### config.mk
export PLATFORM = sky130hd
export DESIGN_NAME = i2c_chansel
export DESIGN_NICKNAME = d
export VERILOG_FILES = /design/src/rtl/i2c_chansel_pkg.sv /design/src/rtl/i2c_bus_sampler.sv /design/src/rtl/i2c_irq_gather.sv /design/src/rtl/i2c_chansel_engine.sv /design/src/rtl/i2c_chansel.sv
export SDC_FILE = /design/constraint.sdc
export NUM_CORES = 1
export LEC_CHECK = 0
export BUFFER_PORTS_ARGS = -buffer_cell sky130_fd_sc_hd__buf_2
export CAP_MARGIN = 20
export CORE_ASPECT_RATIO = 0.75
export CORE_MARGIN = 1
export CORE_UTILIZATION = 55
export CTS_CLUSTER_SIZE = 8
export DETAILED_ROUTE_END_ITERATION = 6
export GPL_ROUTABILITY_DRIVEN = 0
export GPL_TIMING_DRIVEN = 0
export PLACE_DENSITY_LB_ADDON = 0.12
export SETUP_SLACK_MARGIN = 0.15
export SLEW_MARGIN = 20
export SYNTH_ARGS = -nofsm -noshare
export SYNTH_HDL_FRONTEND = slang
export SYNTH_SLANG_ARGS = --single-unit
### constraint.sdc
create_clock -name clk -period 2.79 [get_ports clk]
set_clock_uncertainty 0.2 [all_clocks]
set_input_delay 0.4185 -clock clk [delete_from_list [all_inputs] [get_ports clk]]
set_output_delay 0.4185 -clock clk [all_outputs]
set_load 0.01 [all_outputs]
### src/rtl/i2c_chansel_pkg.sv
package i2c_chansel_pkg;

  typedef enum logic [2:0] {
    ST_IDLE, ST_ADDR, ST_AACK, ST_WDATA, ST_WACK, ST_RDATA, ST_RACK, ST_SKIP
  } xfer_st_e;

  // selection bits -> one-hot enable (bit 2 enables, bits 1:0 index)
  function automatic logic [3:0] sel_decode(input logic [2:0] sel);
    logic [3:0] en;
    en = 4'b0000;
    if (sel[2]) en[sel[1:0]] = 1'b1;
    return en;
  endfunction

  // read byte: active-high interrupt flags over the select bits
  function automatic logic [7:0] status_byte(input logic [3:0] irq_n,
                                             input logic [2:0] sel);
    return {~irq_n, 1'b0, sel};
  endfunction

  function automatic logic addr_match(input logic [6:0] rx,
                                      input logic [3:0] hi,
                                      input logic [2:0] pins);
    return rx == {hi, pins};
  endfunction

endpackage

### src/rtl/i2c_bus_sampler.sv
module i2c_bus_sampler #(
  parameter int SYNC_STAGES = 2
) (
  input  logic clk,
  input  logic rst_n,
  input  logic scl_in,
  input  logic sda_in,
  output logic sda_lvl,
  output logic start_evt,
  output logic stop_evt,
  output logic scl_rise,
  output logic scl_fall
);
  localparam int DEPTH = SYNC_STAGES + 1;

  logic [DEPTH-1:0] scl_pipe, sda_pipe;

  always_ff @(posedge clk or negedge rst_n) begin
    if (!rst_n) begin
      scl_pipe <= '1;
      sda_pipe <= '1;
    end else begin
      scl_pipe <= {scl_pipe[DEPTH-2:0], scl_in};
      sda_pipe <= {sda_pipe[DEPTH-2:0], sda_in};
    end
  end

  logic scl_now, scl_old, sda_now, sda_old;
  assign scl_now = scl_pipe[DEPTH-2];
  assign scl_old = scl_pipe[DEPTH-1];
  assign sda_now = sda_pipe[DEPTH-2];
  assign sda_old = sda_pipe[DEPTH-1];

  assign sda_lvl   = sda_now;
  assign start_evt = scl_now & scl_old & sda_old & ~sda_now;
  assign stop_evt  = scl_now & scl_old & ~sda_old & sda_now;
  assign scl_rise  = scl_now & ~scl_old;
  assign scl_fall  = ~scl_now & scl_old;
endmodule

### src/rtl/i2c_irq_gather.sv
module i2c_irq_gather #(
  parameter int N_CH = 4
) (
  input  logic            clk,
  input  logic            rst_n,
  input  logic [N_CH-1:0] irq_n_in,
  output logic [N_CH-1:0] irq_sync,
  output logic            irq_n_out
);
  logic [N_CH-1:0] stage1;

  always_ff @(posedge clk or negedge rst_n) begin
    if (!rst_n) begin
      stage1   <= '1;
      irq_sync <= '1;
    end else begin
      stage1   <= irq_n_in;
      irq_sync <= stage1;
    end
  end

  assign irq_n_out = &irq_n_in;
endmodule

### src/rtl/i2c_chansel_engine.sv
module i2c_chansel_engine
  import i2c_chansel_pkg::*;
#(
  parameter logic [3:0] ADDR_HI = 4'b1110
) (
  input  logic       clk,
  input  logic       rst_n,
  input  logic       start_evt,
  input  logic       stop_evt,
  input  logic       scl_rise,
  input  logic       scl_fall,
  input  logic       sda_lvl,
  input  logic [2:0] addr_pins,
  input  logic [3:0] irq_sync,
  output logic [2:0] sel_q,
  output logic       sda_pull
);
  xfer_st_e   st;
  logic [2:0] bit_cnt;
  logic [7:0] sh;
  logic       rw, ack_phase, m_ack, pend_vld;
  logic [2:0] pend;
  logic [7:0] rd_byte;

  assign rd_byte = status_byte(irq_sync, sel_q);

  always_ff @(posedge clk or negedge rst_n) begin
    if (!rst_n) begin
      st <= ST_IDLE; bit_cnt <= '0; sh <= '0; rw <= 1'b0;
      ack_phase <= 1'b0; m_ack <= 1'b0; pend_vld <= 1'b0;
      pend <= '0; sel_q <= '0; sda_pull <= 1'b0;
    end else if (start_evt) begin
      st <= ST_ADDR; bit_cnt <= '0; sda_pull <= 1'b0;
      ack_phase <= 1'b0; pend_vld <= 1'b0;
    end else if (stop_evt) begin
      st <= ST_IDLE; sda_pull <= 1'b0; ack_phase <= 1'b0;
      if (pend_vld) sel_q <= pend;
      pend_vld <= 1'b0;
    end else begin
      case (st)
        ST_ADDR: if (scl_rise) begin
          sh <= {sh[6:0], sda_lvl};
          bit_cnt <= bit_cnt + 3'd1;
          if (bit_cnt == 3'd7) begin
            rw <= sda_lvl;
            st <= addr_match(sh[6:0], ADDR_HI, addr_pins) ? ST_AACK : ST_SKIP;
          end
        end
        ST_AACK, ST_WACK: if (scl_fall) begin
          if (!ack_phase) begin
            sda_pull <= 1'b1; ack_phase <= 1'b1;
          end else begin
            ack_phase <= 1'b0; bit_cnt <= '0;
            if (st == ST_AACK && rw) begin
              sh <= rd_byte; sda_pull <= ~rd_byte[7]; st <= ST_RDATA;
            end else begin
              sda_pull <= 1'b0; st <= ST_WDATA;
            end
          end
        end
        ST_WDATA: if (scl_rise) begin
          sh <= {sh[6:0], sda_lvl};
          bit_cnt <= bit_cnt + 3'd1;
          if (bit_cnt == 3'd7) begin
            pend <= {sh[1:0], sda_lvl}; pend_vld <= 1'b1; st <= ST_WACK;
          end
        end
        ST_RDATA: if (scl_fall) begin
          if (bit_cnt == 3'd7) begin
            sda_pull <= 1'b0; st <= ST_RACK;
          end else begin
            sh <= {sh[6:0], 1'b0}; sda_pull <= ~sh[6];
            bit_cnt <= bit_cnt + 3'd1;
          end
        end
        ST_RACK: begin
          if (scl_rise) m_ack <= ~sda_lvl;
          else if (scl_fall) begin
            if (m_ack) begin
              sh <= rd_byte; sda_pull <= ~rd_byte[7];
              bit_cnt <= '0; st <= ST_RDATA;
            end else st <= ST_SKIP;
          end
        end
        default: ;
      endcase
    end
  end
endmodule

### src/rtl/i2c_chansel.sv
module i2c_chansel
  import i2c_chansel_pkg::*;
#(
  parameter logic [3:0] ADDR_HI     = 4'b1110,
  parameter int         SYNC_STAGES = 2
) (
  input  logic       clk,
  input  logic       rst_n,
  input  logic       scl_in,
  input  logic       sda_in,
  output logic       sda_pull,
  input  logic [2:0] addr_pins,
  input  logic [3:0] irq_n_in,
  output logic       irq_n_out,
  output logic [3:0] chan_en
);
  logic       sda_lvl, start_evt, stop_evt, scl_rise, scl_fall;
  logic [3:0] irq_sync;
  logic [2:0] sel_q;

  i2c_bus_sampler #(.SYNC_STAGES(SYNC_STAGES)) u_sampler (
    .clk(clk), .rst_n(rst_n), .scl_in(scl_in), .sda_in(sda_in),
    .sda_lvl(sda_lvl), .start_evt(start_evt), .stop_evt(stop_evt),
    .scl_rise(scl_rise), .scl_fall(scl_fall)
  );

  i2c_irq_gather #(.N_CH(4)) u_irq (
    .clk(clk), .rst_n(rst_n), .irq_n_in(irq_n_in),
    .irq_sync(irq_sync), .irq_n_out(irq_n_out)
  );

  i2c_chansel_engine #(.ADDR_HI(ADDR_HI)) u_engine (
    .clk(clk), .rst_n(rst_n), .start_evt(start_evt), .stop_evt(stop_evt),
    .scl_rise(scl_rise), .scl_fall(scl_fall), .sda_lvl(sda_lvl),
    .addr_pins(addr_pins), .irq_sync(irq_sync), .sel_q(sel_q),
    .sda_pull(sda_pull)
  );

  assign chan_en = sel_decode(sel_q);
endmodule

==> run_results.csv, run 1 <==
group,metric,value,unit
die,start_util,60.9,%
critical_path,path_cells,"ha_1 > ha_1 > nor3b_1 > o32ai_2 > a31oi_4 > and2_4 > buf_6 > mux2_4",
critical_path,required,2.77,ns
synthesis,synth_cells,171,
critical_path,path_max_fanout,7,
drt,wl,3920,um
pwr,irDropWorstVdd,0.000517,V
pwr,p_leak,0.971,nW
cts,clock_sinks,38,
drt,vias_per_cell,5.91,
die,io_pins,17,
grt,overflow,0,
synthesis,yosys-top-cells-area,"dfrtp_1 32%, dfstp_2 20%, mux2_2 4.2%",
sta,slew_headroom,47.1,%
critical_path,critPathSlowestCell,"dfrtp_1",
drt,routedWlPerCell,16.5,um
critical_path,path_delay_family,"adder cells",
cts,cts_buffer_depth,2,
sta,hold_viol_final,0,
cts,cts_made_buffers,5,
cts,root_buffer,"clkbuf_8",
sta,finalCriticalPeriod,2.46,ns
cts,clk_pin_slew,0.07,ns
drt,drtPass1Iterations,4,
synthesis,syn_avg_cell_area,11.0,um^2
drt,num_vias,1401,
cts,insertion_delay,0.29,ns
synthesis,ys_seq_area_share,51.5,%
place,io_buffers,16,
cts,cts_setup_buffers,0,
finish,syn_to_final_growth,13.4,%
synthesis,syn_area,0.00188,mm^2
finish,num_antenna_cells,0,
sta,worstMarginPinSlew,0.793,ns
cts,cts_resized,0,
sta,hold_ws,0.00232,ns
grt,track_usage,24.2,%
critical_path,r2r_end,"u_engine.sh[5]",
synthesis,ys_ff_latch,38,
finish,drive_gt1_share,31.2,%
finish,fin_nets,211,
sta,grt_setup_unrepaired,"no",
finish,final-seq-area,968,um^2
synthesis,async_reset_ff_share,100,%
die,dieArea,0.00366,mm^2
die,core-area,0.00308,mm^2
run,maxCapViolations,0,
synthesis,synth_cell_types,42,
pwr,power.density,956,mW/mm^2
finish,fillers,240,
critical_path,r2r_start,"u_engine.bit_cnt[0]",
critical_path,crit_path_end_kind,"flip-flop",
sta,finalMaxSlewViolations,0,
sta,finalCritPeriodShare,88.2,%
grt,antenna_found_initial,0,
critical_path,reg2reg_slack,0.33,ns
die,rows,17,
critical_path,critPathBufInv,1,
critical_path,slowest_delay,0.42,ns
run_status,outcome,"finished, final reports clean",
critical_path,arrival,2.45,ns
synthesis,synth_warnings,0,
critical_path,crit_path_frequent_cell,"ha_1",
synthesis,synth_top_cell_by_area,"dfrtp_1",
finish,multiInputGateArea,850,um^2
place,hpwl,2800,um
drt,drc,0,
synthesis,ys.flop_type,"dfrtp_1",
hold_path,hold_class,"in -> async",
synthesis,synth-edff-count,0,
cts,h-tree-depth,2,
cts,holdBufCountCts,0,
sta,fmax,406,MHz
sta,setup_viol,0,
drt,antenna_left,0,
critical_path,cp-start-kind,"flip-flop",
grt,grt_max_degree,39,
die,die-height,52.6,um
place,place_area,0.00201,mm^2
synthesis,yosysTopAreaCellShare,32.0,%
drt,drt_iter0_drc,131,
critical_path,startpoint,"u_engine.bit_cnt[0]",
finish,finalInstanceArea,0.00213,mm^2
critical_path,r2r_cells,8,
critical_path,worstSetupPathType,"reg -> reg",
die,die_w,69.5,um
grt,grt_pass1_wl,6470,um
sta,setup-tns-final,0,ns
synthesis,synthesis.nets,184,
cts,tritoncts,"done",
grt,grt_pass1_vias,1336,
-- layout by cell type, fill, tap and decap left out, types with 4 or more instances in the layout --
master and count:
nor3b_1 4, o21ai_0 12, mux2i_1 5, and2b_1 4, mux2_4 4, dfstp_2 14
nand3_1 4, nor2b_1 4, nand2b_1 4, xor2_1 4, a21oi_1 7, buf_4 5
nand2_1 20, buf_2 17, inv_1 4, dfrtp_1 24, mux2_2 7, clkbuf_8 6
nor2_1 8
-- flip-flops by register name, indices dropped and copies added, names as in the netlist --
name                flops
u_engine.pend           3
u_irq.irq_sync          4
u_engine.sel_q          3
u_sampler.scl_pipe      3
u_sampler.sda_pipe      3
u_engine.st             3
u_engine.m_ack          1
u_engine.pend_vld       1
u_engine.ack_phase      1
u_engine.sh             7
u_irq.stage1            4
u_engine.bit_cnt        3
u_engine.rw             1
u_engine.sda_pull       1
-- layout make-up --
| type | instances | area share [%] |
|---|---|---|
| Multi-Input combinational cell | 122 | 39.8 |
| Timing Repair Buffer | 20 | 5.16 |
| Tap cell | 38 | 2.23 |
| Clock inverter | 2 | 0.587 |
| Buffer | 7 | 2.17 |
| Clock buffer | 6 | 3.87 |
| Sequential cell | 38 | 45.4 |
| Inverter | 4 | 0.704 |
-- report_power, final --
group / total, W / switching [W] / internal [W]
registers: 0.000784 / 0.000111 / 0.000673
clock network: 0.000394 / 0.000196 / 0.000198
logic: 0.000861 / 0.000449 / 0.000412
total: 0.00204 / 0.000755 / 0.00128
-- logic make-up after synthesis --
logic type / count (synthesis) / synth area share (%)
mux: 16 / 10.1
xor+xnor: 5 / 2.33
flops: 38 / 51.5
fa+ha+maj: 2 / 1.33
simple gates: 67 / 20.0
buf+inv: 11 / 3.26
compound gates: 32 / 11.5
-- worst reg2reg max path, cell delays in order, from the launching register on --
cell     delay [ns]
dfrtp_1        0.42
ha_1           0.22
ha_1           0.26
nor3b_1        0.26
o32ai_2        0.14
a31oi_4        0.24
and2_4         0.19
buf_6          0.13
mux2_4         0.30
-- per-stage QoR --
stage          util (%)  power (W)  setup WS (ns)  instances
2_1_floorplan         -    0.00139          0.535        171
3_3_place_gp       65.1    0.00154          0.351        225
3_5_place_dp       65.1    0.00158          0.298        225
4_1_cts            68.2    0.00198          0.277        233
5_1_grt            69.1    0.00218          0.238        237
6_report           69.1    0.00204          0.328        237
-- worst max path at each step --
| stage | slack [ns] | to | cells after the start |
|---|---|---|---|
| global placement | 0.35 | u_engine.sh[0] | 8 |
| CTS | 0.28 | u_engine.sh[5] | 8 |
| finish | 0.33 | u_engine.sh[5] | 8 |
| detailed placement | 0.30 | u_engine.sh[4] | 8 |
| floorplan | 0.54 | u_engine.sh[0] | 8 |
| global route | 0.24 | u_engine.sh[5] | 8 |
-- Yosys cell counts (2+ instances only) --
cell type / n
mux2_4: 4
ha_1: 2
nand2_1: 20
nand4_1: 3
and3_1: 2
inv_1: 4
dfstp_2: 14
buf_6: 2
mux2i_1: 5
nor3_1: 3
nand4b_1: 3
dfrtp_1: 24
nand2b_1: 4
o21ai_0: 12
o211ai_1: 3
a21oi_1: 7
xor2_1: 4
clkbuf_1: 3
nor2_1: 8
a22o_1: 2
and2b_1: 4
nand3_1: 4
mux2_2: 7
a31oi_1: 3
nor2b_1: 4
nor3b_1: 4
-- layer usage --
metal / vias up / track usage (%) / part of all wire (%)
met5: - / 0 / 0
met4: 0 / 13.6 / 2.3
met3: 10 / 5.96 / 7.2
met2: 51 / 35.4 / 44
met1: 677 / 33.3 / 47
li1: 663 / - / -
Note: power is estimated with default switching activity, not from simulation.
==> run 2, diff against run 1 <==
--- a/config.mk
+++ b/config.mk
@@ -8,12 +8,12 @@
 export BUFFER_PORTS_ARGS = -buffer_cell sky130_fd_sc_hd__buf_2
 export CAP_MARGIN = 20
 export CORE_ASPECT_RATIO = 0.75
-export CORE_MARGIN = 1
 export CORE_UTILIZATION = 55
 export CTS_CLUSTER_SIZE = 8
 export DETAILED_ROUTE_END_ITERATION = 6
 export GPL_ROUTABILITY_DRIVEN = 0
 export GPL_TIMING_DRIVEN = 0
+export HOLD_SLACK_MARGIN = 0.06
 export PLACE_DENSITY_LB_ADDON = 0.12
 export SETUP_SLACK_MARGIN = 0.15
 export SLEW_MARGIN = 20
==> constraint.sdc (replaced) <==
create_clock -name clk -period 2.97 [get_ports clk]
set_clock_uncertainty 0.2 [all_clocks]
set_input_delay 0.4455 -clock clk [delete_from_list [all_inputs] [get_ports clk]]
set_output_delay 0.4455 -clock clk [all_outputs]
set_load 0.01 [all_outputs]
==> run 2 against run 1 <==
Utilization is 0.97 points higher. Critical path depth stayed put. Clock power is 5.6% lower. First-iteration DRC count is 0.76% higher. Global-route usage is 0.44 points higher. Non-clock buffer count is 2 higher. Critical endpoint unchanged. Largest power group unchanged. Highest routed layer unchanged.
==> run_results.csv, run 2 (synthesis gave the netlist of run 1 again) <==
group,metric,value,unit
cts,clock_sinks,38,
finish,num_antenna_cells,0,
pwr,irDropWorstVdd,0.000492,V
grt,overflow,0,
drt,num_vias,1433,
cts,h-tree-depth,2,
drt,drt_iter0_drc,132,
place,dpl.cell_count,225,
pwr,power.density,867,mW/mm^2
finish,stdcell_count,239,
finish,drive_gt1_share,28.9,%
sta,slew_headroom,46.7,%
finish,top_register,"u_engine.sh",
place,io_buffers,16,
finish,final_cell_mix,"24 x dfrtp_1, 20 x nand2_1, 17 x buf_2, 14 x dfstp_2, 12 x o21ai_0",
sta,worstMarginPinSlew,0.800,ns
hold_path,hold_class,"in -> async",
drt,vias_per_cell,6.00,
critical_path,worstSetupPathType,"reg -> reg",
sta,grt_setup_unrepaired,"no",
drt,drtPass1Iterations,4,
critical_path,arrival,2.54,ns
finish,finalInstanceArea,0.00216,mm^2
cts,root_buffer,"clkbuf_8",
grt,track_usage,24.7,%
die,rows,17,
critical_path,path_max_fanout,9,
run,maxCapViolations,0,
finish,fin_nets,213,
die,die_w,69.5,um
die,die-height,52.6,um
cts,cts_made_buffers,5,
finish,syn_to_final_growth,15.0,%
place,hpwl,2800,um
drt,routedWlPerCell,16.6,um
grt,grt_pass1_vias,1351,
sta,finalCritPeriodShare,86.0,%
die,core-area,0.00308,mm^2
grt,grt_max_degree,39,
finish,largest_register_ffs,7,
sta,fmax,391,MHz
sta,finalMaxSlewViolations,0,
sta,setup_viol,0,
critical_path,cp-start-kind,"flip-flop",
drt,drc,0,
place,place_area,0.00201,mm^2
cts,cts_resized,0,
die,io_pins,17,
cts,cts_buffer_depth,2,
finish,largestRegisters,"u_engine.sh (7), u_irq.irq_sync (4), u_irq.stage1 (4)",
sta,setup-tns-final,0,ns
sta,finalCriticalPeriod,2.56,ns
drt,antenna_left,0,
die,dieArea,0.00366,mm^2
cts,insertion_delay,0.30,ns
run_status,outcome,"finished, final reports clean",
grt,antenna_found_initial,0,
finish,final_common_cell,"dfrtp_1",
sta,hold_viol_final,0,
die,start_util,60.9,%
critical_path,required,2.96,ns
sta,hold_ws,0.0275,ns
pwr,p_leak,0.976,nW
grt,grt_pass1_wl,6580,um
drt,wl,3970,um
critical_path,crit_path_end_kind,"flip-flop",
cts,clk_pin_slew,0.07,ns
cts,tritoncts,"done",
==> run 2: report_power, final <==
part	switching [W]	internal (W)	leakage, nW
clock	0.000185	0.000186	0.0472
sequential	0.000105	0.000633	0.461
combinational	0.000415	0.000351	0.468
total	0.000705	0.00117	0.976
==> run 2: final cells by class <==
type	instances	area, um^2
inverters	4	15.0
flip-flops and latches	38	968
fillers	237	922
multi-input cells	122	850
clock inverters	2	12.5
clock buffers	6	82.6
plain buffers	7	46.3
well taps	38	47.5
repair buffers	22	140
==> run 2: path summary, 6_finish.rpt <==
check	from	endpoint	slack, ns	cells past startpoint
setup / recovery	u_engine.bit_cnt[0]	u_engine.sh[5]	0.41	8
hold / removal	rst_n	u_engine.sda_pull	0.03	1
setup reg to reg	u_engine.bit_cnt[0]	u_engine.sh[5]	0.41	8
hold reg to reg	u_sampler.sda_pipe[0]	u_sampler.sda_pipe[1]	0.16	0
max in group asynchronous	rst_n	u_engine.m_ack	2.03	1
min in group clk	u_sampler.sda_pipe[0]	u_sampler.sda_pipe[1]	0.16	0
==> run 2: what timing repair did <==
item | 4_1_cts | 5_1_grt
buffers inserted | 0 | 0
hold buffers | 6 | 0
endpoints found under the hold margin | 6 | 0
==> run 2: worst max-delay path, stage by stage, from the launching register on <==
cell,delay (ns)
dfrtp_1,0.42
ha_1,0.22
ha_1,0.26
nor3b_1,0.26
o32ai_2,0.13
a31oi_4,0.30
and2_4,0.21
buf_6,0.14
mux2_4,0.30
==> run 2: through the flow <==
step                      util (%)  total power, W  setup WS [ns]
after floorplan                  -         0.00131          0.715
after global placement        65.1         0.00145          0.531
after detailed placement      65.1         0.00148          0.478
after CTS                     70.1         0.00187          0.457
after global routing          70.1         0.00200          0.327
final                         70.1         0.00188          0.415
==> run 2: metal layers <==
layer	track usage [%]	up-vias	wire length, um
met2	36.4	60	1790
met3	5.96	10	256
met1	33.8	696	1830
met5	0	-	0
li1	-	667	-
met4	13.6	0	92
==> run 3, diff against run 2 <==
--- a/config.mk
+++ b/config.mk
@@ -5,6 +5,7 @@
 export SDC_FILE = /design/constraint.sdc
 export NUM_CORES = 1
 export LEC_CHECK = 0
+export ABC_AREA = 1
 export BUFFER_PORTS_ARGS = -buffer_cell sky130_fd_sc_hd__buf_2
 export CAP_MARGIN = 20
 export CORE_ASPECT_RATIO = 0.75
@@ -16,7 +17,7 @@
 export HOLD_SLACK_MARGIN = 0.06
 export PLACE_DENSITY_LB_ADDON = 0.12
 export SETUP_SLACK_MARGIN = 0.15
-export SLEW_MARGIN = 20
+export SLEW_MARGIN = 10
 export SYNTH_ARGS = -nofsm -noshare
 export SYNTH_HDL_FRONTEND = slang
 export SYNTH_SLANG_ARGS = --single-unit
==> run 3 against run 2 <==
Count of clock-buffer cells in the layout up 1. First-iteration DRC count is 53% higher. Routed wire length grew 1.1%. Hold slack better by 0.0069 ns. Critical path type unchanged. Critical endpoint unchanged. Largest cell class unchanged. Largest power group unchanged.
==> run_results.csv, run 3 <==
group,metric,value,unit
pwr,p_int,0.00130,W
grt,grt_max_degree,39,
cts,insertion_delay,0.29,ns
synthesis,synth_compound_area_share,10.1,%
sta,finalMaxSlewViolations,0,
finish,fin_nets,294,
drt,dr_wl_met2,1760,um
finish,largestRegisters,"u_engine.sh (7), u_irq.irq_sync (4), u_irq.stage1 (4)",
synthesis,ys.flop_type,"dfrtp_1",
cts,clk_pin_slew,0.08,ns
synthesis,synthesis.nets,266,
sta,worstMarginPinSlew,0.798,ns
sta,timing.final.ws_setup,0.955,ns
sta,setup_viol,0,
sta,setup-tns-final,0,ns
pwr,p_seq_share,31.4,%
synthesis,ys_ff_latch,38,
sta,slew_headroom,46.8,%
drt,top_layer_used,"met4",
pwr,clkPwrFrac,20.1,%
critical_path,arrival,1.99,ns
synthesis,synth_warnings,0,
critical_path,r2r_start,"u_sampler.sda_pipe[1]",
cts,root_buffer,"clkbuf_8",
sta,finalCritPeriodShare,67.8,%
finish,final_common_cell,"nand2_1",
drt,vias_per_cell,5.25,
drt,wl_met1,1960,um
pwr,power.density,986,mW/mm^2
finish,top_register,"u_engine.sh",
place,hpwl,2840,um
critical_path,cp-start-kind,"flip-flop",
pwr,p_sw_share,42.7,%
pwr,p_leak,1.19,nW
cts,h-tree-depth,2,
die,dieArea,0.00388,mm^2
critical_path,reg2reg_slack,0.95,ns
cts,tritoncts,"done",
synthesis,yosys.area_share.adder,1.25,%
critical_path,path_delay_family,"simple AND/OR/NAND/NOR gates",
die,die-height,54.2,um
hold_path,hold_class,"in -> async",
cts,cts_buffer_depth,2,
drt,antenna_left,0,
synthesis,synth_top_family_by_area,"simple AND/OR/NAND/NOR gates",
die,core-area,0.00338,mm^2
grt,grt_pass1_wl,6560,um
synthesis,yosysTopAreaCellShare,30.1,%
finish,final_cell_mix,"76 x nand2_1, 25 x inv_1, 25 x nor2_1, 24 x dfrtp_1, 20 x nand3_1",
grt,antenna_found_initial,0,
grt,grt_pass1_vias,1504,
critical_path,critPathSlowestCell,"dfstp_2",
finish,finalInstanceArea,0.00229,mm^2
critical_path,critPathBufInv,3,
die,die_w,71.6,um
place,place_area,0.00213,mm^2
critical_path,slowest_delay,0.55,ns
cts,cts_made_buffers,5,
drt,wl,4010,um
run,maxCapViolations,0,
synthesis,async_reset_ff_share,100,%
finish,fillers,275,
sta,hold_ws,0.0344,ns
critical_path,path_cells,"inv_2 > nand4_2 > nand2_2 > inv_2 > nand2_1 > nor2_2 > nand2_2 > buf_6 > nand2_1 > o21ai_2",
sta,grt_setup_unrepaired,"no",
sta,finalCriticalPeriod,2.02,ns
critical_path,r2r_end,"u_engine.sh[5]",
critical_path,crit_path_end_kind,"flip-flop",
sta,fmax,496,MHz
finish,num_antenna_cells,0,
finish,drive_gt1_share,24.1,%
synthesis,yosysMostFrequentCell,"nand2_1",
die,start_util,59.1,%
drt,wl_met3,195,um
critical_path,required,2.95,ns
finish,syn_to_final_growth,14.9,%
pwr,irDropWorstVdd,0.000526,V
synthesis,syn_area,0.00200,mm^2
synthesis,syn_avg_cell_area,7.89,um^2
run_status,outcome,"finished, final reports clean",
sta,hold_viol_final,0,
grt,overflow,0,
synthesis,synth-edff-count,0,
pwr,p_switching,0.000964,W
synthesis,ys_seq_area_share,48.5,%
grt,track_usage,23.2,%
synthesis,synth_cell_types,27,
synthesis,synth_xor_area_share,0.439,%
synthesis,yosys-top-cells-area,"dfrtp_1 30%, dfstp_2 18%, nand2_1 14%",
synthesis,synth_top_cell_by_area,"dfrtp_1",
cts,cts_resized,0,
synthesis,synth_commonest_cells,"76 x nand2_1, 25 x inv_1, 25 x nor2_1",
pwr,combPwrFrac,48.5,%
die,io_pins,17,
place,io_buffers,16,
drt,drc,0,
critical_path,r2r_cells,10,
die,rows,18,
critical_path,path_max_fanout,10,
synthesis,synthMuxAreaShare,0,%
place,dp_slack,0.976,ns
drt,drt_iter0_drc,202,
finish,largest_register_ffs,7,
synthesis,synth_cells,253,
synthesis,yosys.area_share.simple,32.0,%
drt,drtPass1Iterations,4,
drt,routedWlPerCell,12.5,um
cts,clock_sinks,38,
critical_path,worstSetupPathType,"reg -> reg",
drt,num_vias,1689,
## run 3: cell families (layout without fill, tap and decap cells)
| group | after synthesis | in the layout |
|---|---|---|
| DFF | 38 | 38 |
| AOI/OAI and AO/OA | 33 | 33 |
| adders and majority gates | 2 | 2 |
| buffers and inverters | 36 | 65 |
| and+or+nand+nor | 143 | 143 |
| xor gates and xnor gates | 1 | 1 |
## run 3: worst max-delay path by stage
stage,start,endpoint,cells past startpoint
6_report,u_sampler.sda_pipe[1],u_engine.sh[5],10
3_3_place_gp,u_sampler.sda_pipe[1],u_engine.sh[4],10
4_1_cts,u_sampler.sda_pipe[1],u_engine.sh[5],10
5_1_grt,u_sampler.scl_pipe[1],u_engine.bit_cnt[0],9
2_1_floorplan,u_engine.bit_cnt[0],u_engine.sh[5],9
3_5_place_dp,u_sampler.sda_pipe[1],u_engine.sh[5],10
## run 3: final cells by class
| cell class | instances | area, um^2 | share of cell area (%) |
|---|---|---|---|
| Sequential cell | 38 | 968 | 42.2 |
| Tap cell | 40 | 50.0 | 2.18 |
| Buffer | 3 | 30.0 | 1.31 |
| Multi-Input combinational cell | 179 | 873 | 38.1 |
| Clock inverter | 1 | 30.0 | 1.31 |
| Timing Repair Buffer | 21 | 130 | 5.68 |
| Inverter | 33 | 124 | 5.40 |
| Clock buffer | 7 | 86.3 | 3.77 |
## run 3: per-stage QoR
| step | cells | util (%) | power (W) |
|---|---|---|---|
| after global routing | 322 | 67.9 | 0.00244 |
| final | 322 | 67.9 | 0.00226 |
| after CTS | 322 | 67.9 | 0.00227 |
| after global placement | 309 | 62.9 | 0.00177 |
| after detailed placement | 309 | 62.9 | 0.00180 |
| after floorplan | 253 | - | 0.00158 |
## run 3: power groups by stage
stage          combinational [W]  sequential, W  clock (W)
6_report                 0.00110       0.000710   0.000453
3_5_place_dp             0.00108       0.000716          0
5_1_grt                  0.00125       0.000720   0.000478
4_1_cts                  0.00110       0.000707   0.000461
2_1_floorplan           0.000883       0.000701          0
3_3_place_gp             0.00106       0.000715          0
## run 3: routing by layer
metal  vias to the layer above  GRT usage [%]
met1                       772           31.0
met2                        43           36.3
met5                         -              0
met4                         0           11.1
li1                        865              -
met3                         9           5.43
## run 3: what timing repair did
item,in CTS,in global routing
hold endpoints to repair,5,0
buffers inserted,0,0
hold buffers,5,0
setup endpoints to repair,0,0
